### src/rtl/dps_pkg.sv
package dps_pkg;

  // Registered enable set driven by the output stage.
  typedef struct packed {
    logic hdrv;
    logic pdrv;
    logic vout;
    logic blank;
    logic loops;
  } dps_en_t;

  localparam dps_en_t DPS_SAFE = '{hdrv: 1'b0, pdrv: 1'b0, vout: 1'b0, blank: 1'b1, loops: 1'b0};

endpackage

### src/rtl/dps_xray_trip.sv
module dps_xray_trip #(
  parameter int XRAY_CNT = 50
) (
  input  logic clk,
  input  logic rst,
  input  logic supply_low,
  input  logic xray_over,
  output logic tripped
);
  localparam int CW = $clog2(XRAY_CNT + 1);

  logic [CW-1:0] run_cnt;

  always_ff @(posedge clk) begin
    if (rst || supply_low) begin
      run_cnt <= '0;
      tripped <= 1'b0;
    end else begin
      if (!xray_over)
        run_cnt <= '0;
      else if (run_cnt != CW'(XRAY_CNT))
        run_cnt <= run_cnt + 1'b1;
      if (xray_over && run_cnt == CW'(XRAY_CNT - 1))
        tripped <= 1'b1;
    end
  end

  // once set, only supply removal clears the latch
  p_latch_hold_r2: assert property (@(posedge clk) disable iff (rst)
    (tripped && !supply_low) |=> tripped);

  // a trip is always preceded by the over-threshold input
  p_trip_cause_r2: assert property (@(posedge clk) disable iff (rst)
    $rose(tripped) |-> $past(xray_over));

endmodule

### src/rtl/dps_ramp.sv
module dps_ramp #(
  parameter int RAMP_W   = 8,
  parameter int RAMP_RUN = 224
) (
  input  logic              clk,
  input  logic              rst,
  input  logic              supply_low,
  input  logic              tripped,
  input  logic              force_off,
  input  logic              charge_ok,
  output logic [RAMP_W-1:0] ramp
);
  localparam logic [RAMP_W-1:0] TOP = RAMP_W'(RAMP_RUN);

  logic discharge;
  assign discharge = supply_low || tripped;

  always_ff @(posedge clk) begin
    if (rst || discharge)
      ramp <= '0;
    else if (!force_off && charge_ok && ramp < TOP)
      ramp <= ramp + 1'b1;
  end

  // supply or X-ray protection empties the ramp
  p_discharge_r4: assert property (@(posedge clk) disable iff (rst)
    discharge |=> (ramp == '0));

  // force-off alone freezes the ramp
  p_force_hold_r4: assert property (@(posedge clk) disable iff (rst)
    (force_off && !discharge) |=> $stable(ramp));

  // the ramp never passes its final level
  p_ramp_cap_r5: assert property (@(posedge clk) disable iff (rst)
    ramp <= TOP);

endmodule

### src/rtl/dps_out_stage.sv
module dps_out_stage
  import dps_pkg::*;
#(
  parameter int RAMP_W    = 8,
  parameter int RAMP_DUTY = 96,
  parameter int RAMP_OUT  = 160,
  parameter int RAMP_RUN  = 224
) (
  input  logic              clk,
  input  logic              rst,
  input  logic              prot,
  input  logic              supply_low,
  input  logic              sup_hdrv_ok,
  input  logic              sup_out_ok,
  input  logic              sup_run_ok,
  input  logic [RAMP_W-1:0] ramp,
  output logic              gated,
  output dps_en_t           en,
  output logic [RAMP_W-1:0] width
);
  localparam logic [RAMP_W-1:0] DUTY = RAMP_W'(RAMP_DUTY);
  localparam logic [RAMP_W-1:0] LVL_OUT = RAMP_W'(RAMP_OUT);
  localparam logic [RAMP_W-1:0] LVL_RUN = RAMP_W'(RAMP_RUN);

  logic ok_h, ok_o, ok_r;
  logic h_nx, o_nx, r_nx;

  always_comb begin
    ok_h = !gated || sup_hdrv_ok;
    ok_o = !gated || sup_out_ok;
    ok_r = !gated || sup_run_ok;
    h_nx = !prot && ok_h;
    o_nx = !prot && ok_o && (ramp >= LVL_OUT);
    r_nx = !prot && ok_r && (ramp >= LVL_RUN);
  end

  always_ff @(posedge clk) begin
    if (rst) begin
      en    <= DPS_SAFE;
      width <= '0;
      gated <= 1'b1;
    end else begin
      en.hdrv  <= h_nx;
      en.pdrv  <= o_nx;
      en.vout  <= o_nx;
      en.loops <= r_nx;
      en.blank <= !r_nx;
      width    <= h_nx ? ((ramp > DUTY) ? DUTY : ramp) : '0;
      if (supply_low)
        gated <= 1'b1;
      else if (r_nx)
        gated <= 1'b0;
    end
  end

  // any protection source drives the safe state on the next edge
  p_prot_safe_r3: assert property (@(posedge clk) disable iff (rst)
    prot |=> (!en.hdrv && !en.pdrv && !en.vout && en.blank && !en.loops && width == '0));

  // the width limit never exceeds the final duty
  p_width_cap_r6: assert property (@(posedge clk) disable iff (rst)
    width <= DUTY);

  // power and vertical outputs only at or above their ramp level
  p_out_level_r7: assert property (@(posedge clk) disable iff (rst)
    $rose(en.pdrv) |-> ($past(ramp) >= LVL_OUT));

  // loops run only with all drives on and blank released
  p_loops_order_r8: assert property (@(posedge clk) disable iff (rst)
    en.loops |-> (en.pdrv && en.vout && en.hdrv && !en.blank));

  // supply removal always returns to supply-gated mode
  p_gate_set_r9: assert property (@(posedge clk) disable iff (rst)
    supply_low |=> gated);

endmodule

### src/rtl/defl_protect_seq.sv
module defl_protect_seq
  import dps_pkg::*;
#(
  parameter int RAMP_W    = 8,
  parameter int RAMP_DUTY = 96,
  parameter int RAMP_OUT  = 160,
  parameter int RAMP_RUN  = 224,
  parameter int XRAY_CNT  = 50
) (
  input  logic              clk,
  input  logic              rst,
  input  logic              supply_low,
  input  logic              sup_hdrv_ok,
  input  logic              sup_out_ok,
  input  logic              sup_run_ok,
  input  logic              xray_over,
  input  logic              force_off,
  output logic              hdrv_en,
  output logic              pdrv_en,
  output logic              vout_en,
  output logic              blank_req,
  output logic              loops_en,
  output logic [RAMP_W-1:0] hdrv_width
);
  if (!(RAMP_DUTY > 0 && RAMP_DUTY <= RAMP_OUT && RAMP_OUT < RAMP_RUN &&
        RAMP_RUN < (2 ** RAMP_W) && XRAY_CNT >= 1)) begin : g_bad_cfg
    $error("defl_protect_seq: ramp levels must rise strictly and fit RAMP_W");
  end

  logic              tripped;
  logic              prot;
  logic              gated;
  logic              charge_ok;
  logic [RAMP_W-1:0] ramp;
  dps_en_t           en;

  assign prot      = supply_low || force_off || tripped;
  assign charge_ok = !gated || sup_hdrv_ok;

  dps_xray_trip #(.XRAY_CNT(XRAY_CNT)) u_xray (
    .clk(clk), .rst(rst), .supply_low(supply_low),
    .xray_over(xray_over), .tripped(tripped)
  );

  dps_ramp #(.RAMP_W(RAMP_W), .RAMP_RUN(RAMP_RUN)) u_ramp (
    .clk(clk), .rst(rst), .supply_low(supply_low), .tripped(tripped),
    .force_off(force_off), .charge_ok(charge_ok), .ramp(ramp)
  );

  dps_out_stage #(
    .RAMP_W(RAMP_W), .RAMP_DUTY(RAMP_DUTY),
    .RAMP_OUT(RAMP_OUT), .RAMP_RUN(RAMP_RUN)
  ) u_out (
    .clk(clk), .rst(rst), .prot(prot), .supply_low(supply_low),
    .sup_hdrv_ok(sup_hdrv_ok), .sup_out_ok(sup_out_ok), .sup_run_ok(sup_run_ok),
    .ramp(ramp), .gated(gated), .en(en), .width(hdrv_width)
  );

  assign hdrv_en   = en.hdrv;
  assign pdrv_en   = en.pdrv;
  assign vout_en   = en.vout;
  assign blank_req = en.blank;
  assign loops_en  = en.loops;

  // first edge after reset leaves the safe state in place
  p_reset_safe_r1: assert property (@(posedge clk)
    $fell(rst) |-> (!hdrv_en && !pdrv_en && !loops_en && blank_req));

endmodule

### config.mk
export PLATFORM = sky130hd
export DESIGN_NAME = defl_protect_seq
export DESIGN_NICKNAME = d
export VERILOG_FILES = /design/src/rtl/dps_pkg.sv /design/src/rtl/dps_xray_trip.sv /design/src/rtl/dps_ramp.sv /design/src/rtl/dps_out_stage.sv /design/src/rtl/defl_protect_seq.sv
export SDC_FILE = /design/constraint.sdc
export NUM_CORES = 1
export LEC_CHECK = 0
export ABC_AREA = 1
export BUFFER_PORTS_ARGS = -buffer_cell sky130_fd_sc_hd__buf_2
export CAP_MARGIN = 20
export CELL_PAD_IN_SITES_DETAIL_PLACEMENT = 1
export CELL_PAD_IN_SITES_GLOBAL_PLACEMENT = 2
export CORE_MARGIN = 2
export CORE_UTILIZATION = 33
export DETAILED_ROUTE_END_ITERATION = 16
export GPL_ROUTABILITY_DRIVEN = 0
export PLACE_DENSITY = 0.85
export SYNTH_ARGS = -nofsm -noshare
export SYNTH_HDL_FRONTEND = slang
export SYNTH_HIERARCHICAL = 1
export SYNTH_SLANG_ARGS = --single-unit
### constraint.sdc
create_clock -name clk -period 3.5 [get_ports clk]
set_input_delay 0.175 -clock clk [delete_from_list [all_inputs] [get_ports clk]]
set_output_delay 0.175 -clock clk [all_outputs]
set_load 0.005 [all_outputs]
==> key figures <==
Floorplanning
  • Die height: 66.3 um
  • Die ar.: around 4400 um^2
  • IO Pins: 21
  • Core area: approximately 3700 um^2
  • Row cnt: 22
  • Initial Util: between 30% and 40%
  • DIE WIDTH: between 60 and 70 um

Critical path
  • Crit path from: u_ramp/ramp[1]
  • CP Class: reg -> reg
  • Critical path startpoint category: flip-flop
  • Delay-heaviest family, CP: simple AND/OR/NAND/NOR gates
  • Most frequent CP cell: nand2_1
  • Crit-path max cell delay: approximately 400 ps
  • Worst EP arrival: 1430 ps
  • CP endpoint kind: flip-flop
  • CP max FO: 5
  • RR Startpoint: u_ramp/ramp[1]
  • Critical path, cell by cell: ha_1 > nand2_1 > nor3_1 > nand3_1 > nand2_1 > nor2_1
  • Buf/Inv on CP: 0
  • Critical Path RT: about 3700 ps
  • Crit-path slowest cell: dfxtp_1

CTS
  • CTS Buffer Depth: 2
  • Postcts setup bufs: 0
  • H-tree levels: 1
  • Post-CTS sizing: 0
  • Clock slew at reported path FFs: 90 ps
  • Root buffer cell: clkbuf_8
  • CTS tree: done
  • Hold_buf cts: 0
  • CTS buffer count: 3
  • Clock sinks: 28
  • Clk_lat worst skew: roughly 260 ps

GRT
  • Initial antenna violation count: 0
  • Total grt overflow: 0
  • Grt met2 use: 25.3%
  • GRT met1 Usage: 12.9%
  • First-pass GRT wire length: ~4300 um
  • Met3 usage: 2.56%
  • Pin count of the biggest net entering global routing: 16
  • Busiest grt layer: met2
  • Vias in the first global route: between 1000 and 1500
  • Total GRT Usage: 12.7%

Detailed routing
  • DR iter-0 viols: 18
  • Drt total wl: roughly 2400 um
  • Routed vias: roughly 1100
  • Remaining routing DRC violations: 0
  • DRT Pass-1 Iters: 4
  • Antenna viol nets, final: 0
  • Wirelength per Cell: just under 10 um
  • Via density: about 4.4

Synthesis
  • Synthesized instance count: between 150 and 200
  • Avg Inst Size Synth: 7.50 um^2
  • Yosys top cell by area: dfxtp_1
  • Ys flop type: dfxtp_1
  • Synth async-reset ratio: 0%
  • Post-synth EDFFs: 0
  • Syn_nets: approximately 180
  • FF+latch count, synth: 28
  • Mapped cell area: between 1000 and 1500 um^2
  • Largest cells by area after synthesis: dfxtp_1 (44%), nand2_1 (8.8%), inv_1 (8.5%)
  • Top cell type's share of synthesized area: ~44%
  • Netlist cell types: 27
  • Sequential-to-total area share from yosys stat: 43.7%
  • Synth Warn #: 6

Final layout
  • Layout area overhead: 16.2%
  • Share of cells above drive strength 1: roughly a quarter
  • Design Area, Final: between 1000 and 1500 um^2
  • NumNets Final: 207
  • Ant diodes: 0

Timing
  • Clk_skew: approximately 2.7 ps
  • Final hold vios: 0
  • Final setup viols: 0
  • Slew Limit Fails: 0
  • Post-route minimum period: around 1300 ps
  • RSZ-0062 raised after global routing: no
  • Final worst-path cycle share: between 30% and 40%
  • TNS Setup: 0 ps
  • Fmax: a little under 800 MHz

Outcome
  • Outcome: finished, final reports clean

Place
  • Port bufs: 20
  • Dpl hpwl: 1970 um
  • Cell Area, Placed: between 1000 and 1500 um^2

Job
  • Max Cap Viol: 0

Pwr
  • Pleak: 0.000641 uW
  • Power Dens Cells: ~370 nW/um^2
  • VDD IR-drop max: between 150 and 200 uV

Worst hold path
  • Hold_sp: sup_out_ok
  • HP Class: in -> reg
[placed cells by master, fill, tap and decap left out, drive strengths merged]
cell    instances
clkbuf          4
nand4           1
a21oi           7
xor2            1
xnor2           1
nor2           41
nand2          33
or2             2
conb            1
dfxtp          28
nand3           9
o21a            1
ha              4
nor3            3
buf            20
o21bai          1
inv            31
o21ai           6
[registers in the layout, summed over array words and instances, names as in the netlist]
name,flops
u_out/en,4
u_out/gated,1
u_out/width,8
u_ramp/ramp,8
u_xray/run_cnt,6
u_xray/tripped,1
[layout make-up]
type | count | area (um^2)
Fill cell | 484 | 2200
Sequential cell | 28 | 561
Timing Repair Buffer | 20 | 100
Inverter | 31 | 119
Multi-Input combinational cell | 111 | 596
Clock buffer | 4 | 55.1
Tap cell | 48 | 60.1
[worst paths after layout]
check / to / slack, ps / depth (start not counted)
setup / recovery: u_ramp/ramp[6] / 2240 / 6
hold / removal: u_out/en[2] / 160 / 3
setup reg to reg: u_ramp/ramp[6] / 2240 / 6
hold reg to reg: u_out/gated / 490 / 2
[routing by layer]
metal / wire, um / part of all wire [%]
met5: 0 / 0
met4: 23 / 0.96
met3: 62 / 2.6
met2: 1310 / 55
met1: 987 / 41
[worst reg2reg max path: cells and delay by family (launching register included)]
| kind | cells | cell delay (ps) |
|---|---|---|
| simple gates | 5 | 550 |
| fa+ha+maj | 1 | 210 |
| flops | 1 | 400 |
[where the power goes]
| part | switching, uW | internal [uW] |
|---|---|---|
| clock network | 94.3 | 100 |
| registers | 1.95 | 321 |
| logic | 19.1 | 11.0 |
[cell families after synthesis]
family	count (synthesis)	synth area share, %
other cells	1	0.292
compound gates	15	6.24
buf+inv	32	9.85
simple gates	89	34.6
xor+xnor	2	1.37
fa+ha+maj	4	3.90
flops	28	43.7
[cell usage after synthesis (all sizes together) (2+ instances only)]
master	n
ha	4
nor3	3
or2	2
nand3	9
inv	31
dfxtp	28
nor2	41
o21ai	6
nand2	33
a21oi	7
[per-stage QoR]
| step | setup slack (ps) | utilization [%] | hold WS (ps) | instances | total power, uW |
|---|---|---|---|---|---|
| after floorplan | 2380 | - | 248 | 171 | 349 |
| after global placement | 2320 | 38.9 | 435 | 238 | 360 |
| after detailed placement | 2230 | 38.9 | 439 | 238 | 361 |
| after CTS | 2210 | 40.4 | 152 | 242 | 561 |
| after global routing | 2060 | 40.4 | 170 | 242 | 577 |
| final | 2240 | 40.4 | 157 | 242 | 548 |
No activity file was read; power rests on OpenSTA's default activity.
